<file path="src/rtl/pixsync_pkg.sv">
package pixsync_pkg;
  localparam int MAX_SHIFT = 7;
  localparam int SHIFT_W   = $clog2(MAX_SHIFT + 1);

  typedef enum logic {
    PH_ALIGNED = 1'b0,
    PH_SPREAD  = 1'b1
  } phase_mode_e;

  typedef struct packed {
    logic               fits;
    logic [SHIFT_W-1:0] shift;
  } shift_pick_t;
endpackage

</file>
<file path="src/rtl/pixsync_period_meter.sv">
module pixsync_period_meter #(
  parameter int CNT_W       = 16,
  parameter int TIMEOUT_CYC = 50000
) (
  input  logic             clk,
  input  logic             rst_n,
  input  logic             strobe,
  output logic [CNT_W-1:0] period_q,
  output logic             meas_vld_q,
  output logic             timeout_evt
);
  localparam logic [CNT_W-1:0] TO_LAST = CNT_W'(TIMEOUT_CYC - 1);

  logic [CNT_W-1:0] cnt_q;
  logic             have_ref_q;

  assign timeout_evt = have_ref_q && !strobe && (cnt_q == TO_LAST);

  always_ff @(posedge clk) begin
    if (!rst_n) begin
      cnt_q      <= '0;
      have_ref_q <= 1'b0;
      period_q   <= '0;
      meas_vld_q <= 1'b0;
    end else begin
      meas_vld_q <= strobe && have_ref_q;
      if (strobe) begin
        if (have_ref_q) period_q <= cnt_q + CNT_W'(1);
        cnt_q      <= '0;
        have_ref_q <= 1'b1;
      end else if (timeout_evt) begin
        cnt_q      <= '0;
        have_ref_q <= 1'b0;
      end else if (have_ref_q) begin
        cnt_q <= cnt_q + CNT_W'(1);
      end
    end
  end

  assert_no_meas_without_ref_R2: assert property (@(posedge clk) disable iff (!rst_n)
    (strobe && !have_ref_q) |=> !meas_vld_q);
  assert_count_bound_R5: assert property (@(posedge clk) disable iff (!rst_n)
    cnt_q <= TO_LAST);
  assert_timeout_drops_ref_R5: assert property (@(posedge clk) disable iff (!rst_n)
    timeout_evt |=> !have_ref_q);
endmodule

</file>
<file path="src/rtl/pixsync_div_select.sv">
module pixsync_div_select
  import pixsync_pkg::*;
#(
  parameter int CNT_W = 16
) (
  input  logic             clk,
  input  logic             rst_n,
  input  logic             meas_vld,
  input  logic [CNT_W-1:0] period,
  input  logic [CNT_W-1:0] div_min,
  input  logic [CNT_W-1:0] div_max,
  input  logic             timeout_evt,
  output logic [CNT_W-1:0] div_q,
  output logic             run_q,
  output logic             oor_q
);
  // Smallest shift that brings the period under the limit; the descending
  // loop leaves the smallest qualifying shift as its last assignment.
  function automatic shift_pick_t pick_shift(input logic [CNT_W-1:0] per,
                                             input logic [CNT_W-1:0] lim);
    shift_pick_t r;
    r.fits  = 1'b0;
    r.shift = SHIFT_W'(MAX_SHIFT);
    for (int k = MAX_SHIFT; k >= 0; k--) begin
      if ((per >> k) <= lim) begin
        r.fits  = 1'b1;
        r.shift = SHIFT_W'(k);
      end
    end
    return r;
  endfunction

  shift_pick_t      pick;
  logic [CNT_W-1:0] cand;
  logic             cand_ok;

  always_comb begin
    pick    = pick_shift(period, div_max);
    cand    = period >> pick.shift;
    cand_ok = pick.fits && (cand >= div_min) && (cand != '0);
  end

  always_ff @(posedge clk) begin
    if (!rst_n) begin
      div_q <= '0;
      run_q <= 1'b0;
      oor_q <= 1'b0;
    end else if (meas_vld) begin
      div_q <= cand;
      run_q <= cand_ok;
      oor_q <= !cand_ok;
    end else if (timeout_evt) begin
      run_q <= 1'b0;
      oor_q <= 1'b1;
    end
  end

  assert_div_hold_R8: assert property (@(posedge clk) disable iff (!rst_n)
    !meas_vld |=> $stable(div_q));
  assert_stop_when_oor_R4: assert property (@(posedge clk) disable iff (!rst_n)
    oor_q |-> !run_q);
  assert_div_under_max_R3: assert property (@(posedge clk) disable iff (!rst_n)
    meas_vld |=> (!run_q || (div_q <= $past(div_max))));
  assert_div_over_min_R4: assert property (@(posedge clk) disable iff (!rst_n)
    meas_vld |=> (!run_q || (div_q >= $past(div_min))));
endmodule

</file>
<file path="src/rtl/pixsync_phase_gen.sv">
module pixsync_phase_gen
  import pixsync_pkg::*;
#(
  parameter int CNT_W   = 16,
  parameter int NUM_OUT = 4
) (
  input  logic               clk,
  input  logic               rst_n,
  input  logic               load,
  input  logic               run,
  input  logic [CNT_W-1:0]   div,
  input  phase_mode_e        mode,
  output logic [NUM_OUT-1:0] sync
);
  localparam int OUT_LG = $clog2(NUM_OUT);
  localparam int PW     = CNT_W + OUT_LG;

  logic [CNT_W-1:0] phase_q;

  // High while the delayed phase sits in the first half of the period.
  function automatic logic tap_high(input logic [CNT_W-1:0] ph,
                                    input logic [CNT_W-1:0] dv,
                                    input logic [CNT_W-1:0] off);
    logic [CNT_W:0] rel;
    if (ph >= off) rel = {1'b0, ph - off};
    else           rel = {1'b0, ph} + {1'b0, dv} - {1'b0, off};
    return rel < {2'b00, dv[CNT_W-1:1]};
  endfunction

  always_ff @(posedge clk) begin
    if (!rst_n) begin
      phase_q <= '0;
    end else if (load) begin
      phase_q <= '0;
    end else if (run) begin
      if (phase_q >= div - CNT_W'(1)) phase_q <= '0;
      else                            phase_q <= phase_q + CNT_W'(1);
    end
  end

  for (genvar g = 0; g < NUM_OUT; g++) begin : g_tap
    logic [PW-1:0]    prod;
    logic [CNT_W-1:0] off_g;
    assign prod   = PW'(div) * PW'(g);
    assign off_g  = (mode == PH_SPREAD) ? prod[PW-1:OUT_LG] : '0;
    assign sync[g] = run && tap_high(phase_q, div, off_g);
  end

  assert_restart_R7: assert property (@(posedge clk) disable iff (!rst_n)
    load |=> (phase_q == '0));
  assert_phase_in_range_R6: assert property (@(posedge clk) disable iff (!rst_n)
    run |-> (phase_q < div));
  assert_aligned_R9: assert property (@(posedge clk) disable iff (!rst_n)
    (mode == PH_ALIGNED) |-> ((sync == '0) || (&sync)));
endmodule

</file>
<file path="src/rtl/pixsync_gen.sv">
module pixsync_gen
  import pixsync_pkg::*;
#(
  parameter int CNT_W       = 16,
  parameter int NUM_OUT     = 4,
  parameter int TIMEOUT_CYC = 50000
) (
  input  logic               clk,
  input  logic               rst_n,
  input  logic               pix_strobe,
  input  logic [CNT_W-1:0]   div_min,
  input  logic [CNT_W-1:0]   div_max,
  input  logic               phase_mode,
  output logic [NUM_OUT-1:0] sync_out,
  output logic [CNT_W-1:0]   div_value,
  output logic               out_of_range
);
  logic [CNT_W-1:0] period;
  logic             meas_vld;
  logic             timeout_evt;
  logic [CNT_W-1:0] div_q;
  logic             run_q;
  logic             oor_q;
  phase_mode_e      mode;

  assign mode = phase_mode_e'(phase_mode);

  pixsync_period_meter #(.CNT_W(CNT_W), .TIMEOUT_CYC(TIMEOUT_CYC)) u_meter (
    .clk(clk), .rst_n(rst_n), .strobe(pix_strobe),
    .period_q(period), .meas_vld_q(meas_vld), .timeout_evt(timeout_evt));

  pixsync_div_select #(.CNT_W(CNT_W)) u_select (
    .clk(clk), .rst_n(rst_n), .meas_vld(meas_vld), .period(period),
    .div_min(div_min), .div_max(div_max), .timeout_evt(timeout_evt),
    .div_q(div_q), .run_q(run_q), .oor_q(oor_q));

  pixsync_phase_gen #(.CNT_W(CNT_W), .NUM_OUT(NUM_OUT)) u_phase (
    .clk(clk), .rst_n(rst_n), .load(meas_vld), .run(run_q),
    .div(div_q), .mode(mode), .sync(sync_out));

  assign div_value    = div_q;
  assign out_of_range = oor_q;

  assert_quiet_when_oor_R4: assert property (@(posedge clk) disable iff (!rst_n)
    out_of_range |-> (sync_out == '0));
  assert_timeout_flags_R5: assert property (@(posedge clk) disable iff (!rst_n)
    timeout_evt |=> (out_of_range && (sync_out == '0)));
endmodule

</file>
<file path="config.mk">
export PLATFORM = sky130hd
export DESIGN_NAME = pixsync_gen
export DESIGN_NICKNAME = d
export VERILOG_FILES = /design/src/rtl/pixsync_pkg.sv /design/src/rtl/pixsync_period_meter.sv /design/src/rtl/pixsync_div_select.sv /design/src/rtl/pixsync_phase_gen.sv /design/src/rtl/pixsync_gen.sv
export SDC_FILE = /design/constraint.sdc
export NUM_CORES = 1
export LEC_CHECK = 0
export BUFFER_PORTS_ARGS = -buffer_cell sky130_fd_sc_hd__clkbuf_2
export CAP_MARGIN = 10
export CORE_ASPECT_RATIO = 0.5
export CORE_MARGIN = 8
export CORE_UTILIZATION = 54
export CTS_CLUSTER_DIAMETER = 100
export DETAILED_ROUTE_END_ITERATION = 8
export PLACE_DENSITY_LB_ADDON = 0.1
export SYNTH_ARGS = -nofsm -noshare
export SYNTH_HDL_FRONTEND = slang
export SYNTH_SLANG_ARGS = --single-unit
export TNS_END_PERCENT = 5
</file>
<file path="constraint.sdc">
create_clock -name clk -period 12.23 [get_ports clk]
set_clock_uncertainty 0.05 [all_clocks]
set_input_delay 0.6115 -clock clk [delete_from_list [all_inputs] [get_ports clk]]
set_output_delay 0.6115 -clock clk [all_outputs]
set_load 0.05 [all_outputs]
</file>
==> run_results.csv <==
group,metric,value,unit
routing,drtIter0Drc,846,
job,maxCapViolCount,0,
clocking,clkTransAtPathRegs,60,ps
synthesis,synth_flop_cell,"dfxtp_1",
timing,min_period,7800,ps
synthesis,avgSynthCellArea,7.71,µm²
timing,fin_crit_sh,63.7,%
critical_path,slowest_stage,"or4b_2",
synthesis,yosys.area.top_type,"ha_1",
synthesis,synth_top_area_share,29.1,%
outcome,outcome,"finished, final reports clean",
timing,slew_viol_final,0,
clocking,cts.htree.levels,3,
floorplan,core_area,0.0254,mm²
routing,wl,42800,µm
timing,setup_violations,0,
critical_path,cp.required,11570,ps
critical_path,r2r-start,"u_meter.period_q[11]$_SDFFE_PN0P_",
synthesis,post-synth-top-count-cell,"ha_1",
critical_path,start_kind,"flip-flop",
final_layout,nets,2235,
floorplan,dieArea,0.0317,mm²
synthesis,synth_seq_cells,68,
synthesis,synth_edf_count,0,
final_layout,syn2layout_area_growth,7.04,%
timing,fmax,128,MHz
clocking,cts_inserted_buffers,9,
timing,hold_viol_final,0,
clocking,clockBufferDepth,2,
synthesis,synth_area,0.0140,mm²
pwr,power_density,64.7,mW/mm²
clocking,postCtsHoldBufs,0,
routing,vias_per_cell,6.24,
critical_path,path_class,"reg2out",
global_route,grt_pass1_wl,69100,µm
final_layout,drive_gt1_share,6.15,%
timing,rsz0062_at_grt,"no",
global_route,antenna_found_initial,0,
routing,vias,13800,
global_route,grt_max_degree,32,
routing,route.antenna.remaining_nets,0,
floorplan,die_y,130,µm
routing,routedWlPerCell,19.4,µm
synthesis,ys_seq_area_share,9.70,%
floorplan,die_w,244,µm
clocking,cts_setup_buffers,0,
pwr,vdd_ir_drop_max,71.8,µV
pwr,totalPowerFinal,0.972,mW
critical_path,r2r_cells,25,
clocking,cts-resized-gates,0,
final_layout,n_antenna_cell,0,
critical_path,cp-endpoint,"sync_out[3]",
synthesis,synth_nets,2193,
critical_path,critPathMaxFanout,13,
synthesis,ys_warn_count,0,
clocking,cts_tree,"yes",
routing,drc,0,
placement,gp_congestion,0.981,
synthesis,async_reset_ff_share,0,%
global_route,overflow,0,
timing,final.setup.tns,0,ps
pwr,p_leak,6.96,nW
placement,port_buffers,56,
floorplan,ios,57,
synthesis,synthTopCellsByCount,"ha_1, nor2_1, a21oi_1",
critical_path,slowest_delay,670,ps
synthesis,syn_inst,1822,
critical_path,cpMostUsedCell,"a21oi_1",
critical_path,crit_start,"u_select.div_q[1]$_SDFFE_PN0P_",
synthesis,yosys-top-cells-area,"ha_1, dfxtp_1, xnor2_1, a21oi_1, nor2_1",
clocking,cts_sinks,68,
min_path,min_path_type,"reg2reg",
synthesis,synth.distinct_cells,86,
critical_path,reg2reg_slack,5870,ps
global_route,grt_pass1_vias,13900,
critical_path,worstSetupEndpointType,"output port",
critical_path,r2r-end,"u_select.oor_q$_SDFFE_PN0P_",
critical_path,worstPathArrival,7130,ps
timing,tightest_slew,958,ps
placement,hpwlAfterDp,34900,µm
clocking,clockRootBuffer,"clkbuf_16",
routing,first_pass_iters,5,
clocking,clk_latency,340,ps
timing,relSlewSlack,36.1,%
floorplan,initial_utilization,55.3,%
global_route,track_usage,26.4,%
floorplan,num_rows,41,
-- cells in the final DEF, fill, tap and decap left out, types with 17 or more instances in the layout --
| cell type | count |
|---|---|
| a211oi_1 | 33 |
| a21o_1 | 57 |
| a21oi_1 | 149 |
| and3_1 | 32 |
| clkbuf_2 | 56 |
| dfxtp_1 | 68 |
| ha_1 | 327 |
| inv_1 | 104 |
| mux2i_1 | 35 |
| nand2_1 | 144 |
| nand2b_1 | 30 |
| nand3_1 | 59 |
| nand4_1 | 45 |
| nor2_1 | 155 |
| nor2b_1 | 44 |
| nor3_1 | 34 |
| o211ai_1 | 17 |
| o21a_1 | 18 |
| o21ai_0 | 77 |
| or3_1 | 18 |
| xnor2_1 | 91 |
| xor2_1 | 54 |
-- per-stage QoR --
step | cells | util, % | area [µm²] | hold slack [ps] | worst slack (ps)
6_report | 2213 | 59.2 | 15000 | 469 | 4430
5_1_grt | 2213 | 59.2 | 15000 | 501 | 3690
4_1_cts | 2213 | 59.2 | 15000 | 472 | 4410
3_5_place_dp | 2197 | 57.9 | 14700 | 464 | 4780
3_3_place_gp | 2197 | 57.9 | 14700 | 453 | 4870
2_1_floorplan | 1822 | - | 14000 | 428 | 4840
-- worst min-delay path by stage --
stage | from | cells after the start | to | slack (ps)
after floorplan | u_meter.cnt_q[0]$_SDFFE_PP0P_ | 1 | u_meter.period_q[0]$_SDFFE_PN0P_ | 430
after global placement | u_meter.cnt_q[1]$_SDFFE_PP0P_ | 2 | u_meter.cnt_q[1]$_SDFFE_PP0P_ | 450
after detailed placement | u_meter.cnt_q[0]$_SDFFE_PP0P_ | 1 | u_meter.period_q[0]$_SDFFE_PN0P_ | 460
after CTS | u_meter.cnt_q[0]$_SDFFE_PP0P_ | 1 | u_meter.period_q[0]$_SDFFE_PN0P_ | 470
after global routing | u_meter.cnt_q[0]$_SDFFE_PP0P_ | 1 | u_meter.period_q[0]$_SDFFE_PN0P_ | 500
final | u_meter.cnt_q[0]$_SDFFE_PP0P_ | 1 | u_meter.period_q[0]$_SDFFE_PN0P_ | 470
-- routing by layer --
layer / GRT usage [%] / vias up / part of all wire, %
li1: - / 6809 / -
met2: 46.9 / 354 / 46
met5: 0 / - / 0
met1: 34.1 / 6562 / 47
met4: 7.78 / 0 / 2.4
met3: 2.10 / 81 / 4.3
-- registers in the layout, summed over array words and instances (netlist names) --
| signal | flops |
|---|---|
| u_meter.period_q | 16 |
| u_select.run_q | 1 |
| u_meter.have_ref_q | 1 |
| u_phase.phase_q | 16 |
| u_select.oor_q | 1 |
| u_meter.meas_vld_q | 1 |
| u_meter.cnt_q | 16 |
| u_select.div_q | 16 |
-- area by class of cell --
| class | count | area (µm²) |
|---|---|---|
| clock buffer | 9 | 225 |
| fill | 2346 | 10400 |
| clock inverter | 7 | 105 |
| sequential | 68 | 1360 |
| multi-input combinational | 1612 | 12100 |
| inverter | 106 | 398 |
| tap | 344 | 430 |
| timing repair buffer | 67 | 363 |
-- critical path, delay by kind of cell, from the launching register on --
| family | cells | cell delay [ps] |
|---|---|---|
| AO/OA/AOI/OAI | 17 | 2700 |
| XOR/XNOR | 1 | 150 |
| adder cells (fa/ha/maj) | 4 | 1380 |
| buffers and inverters | 1 | 300 |
| flip-flops | 1 | 500 |
| AND/OR/NAND/NOR | 9 | 1750 |
-- cell families (layout without fill, tap and decap cells) --
group | Yosys count | after routing | share of synthesized area [%]
buffers and inverters | 142 | 189 | 3.84
adder cells (fa/ha/maj) | 335 | 335 | 30.3
XOR/XNOR | 145 | 145 | 9.05
AND/OR/NAND/NOR | 610 | 610 | 21.6
flip-flops | 68 | 68 | 9.70
AO/OA/AOI/OAI | 479 | 479 | 22.4
multiplexers | 43 | 43 | 3.14
-- report_power, final --
part	switching, mW	internal (mW)
clock network	0.106	0.182
registers	0.0179	0.226
logic	0.249	0.191
(Power assumes the default switching activity.)
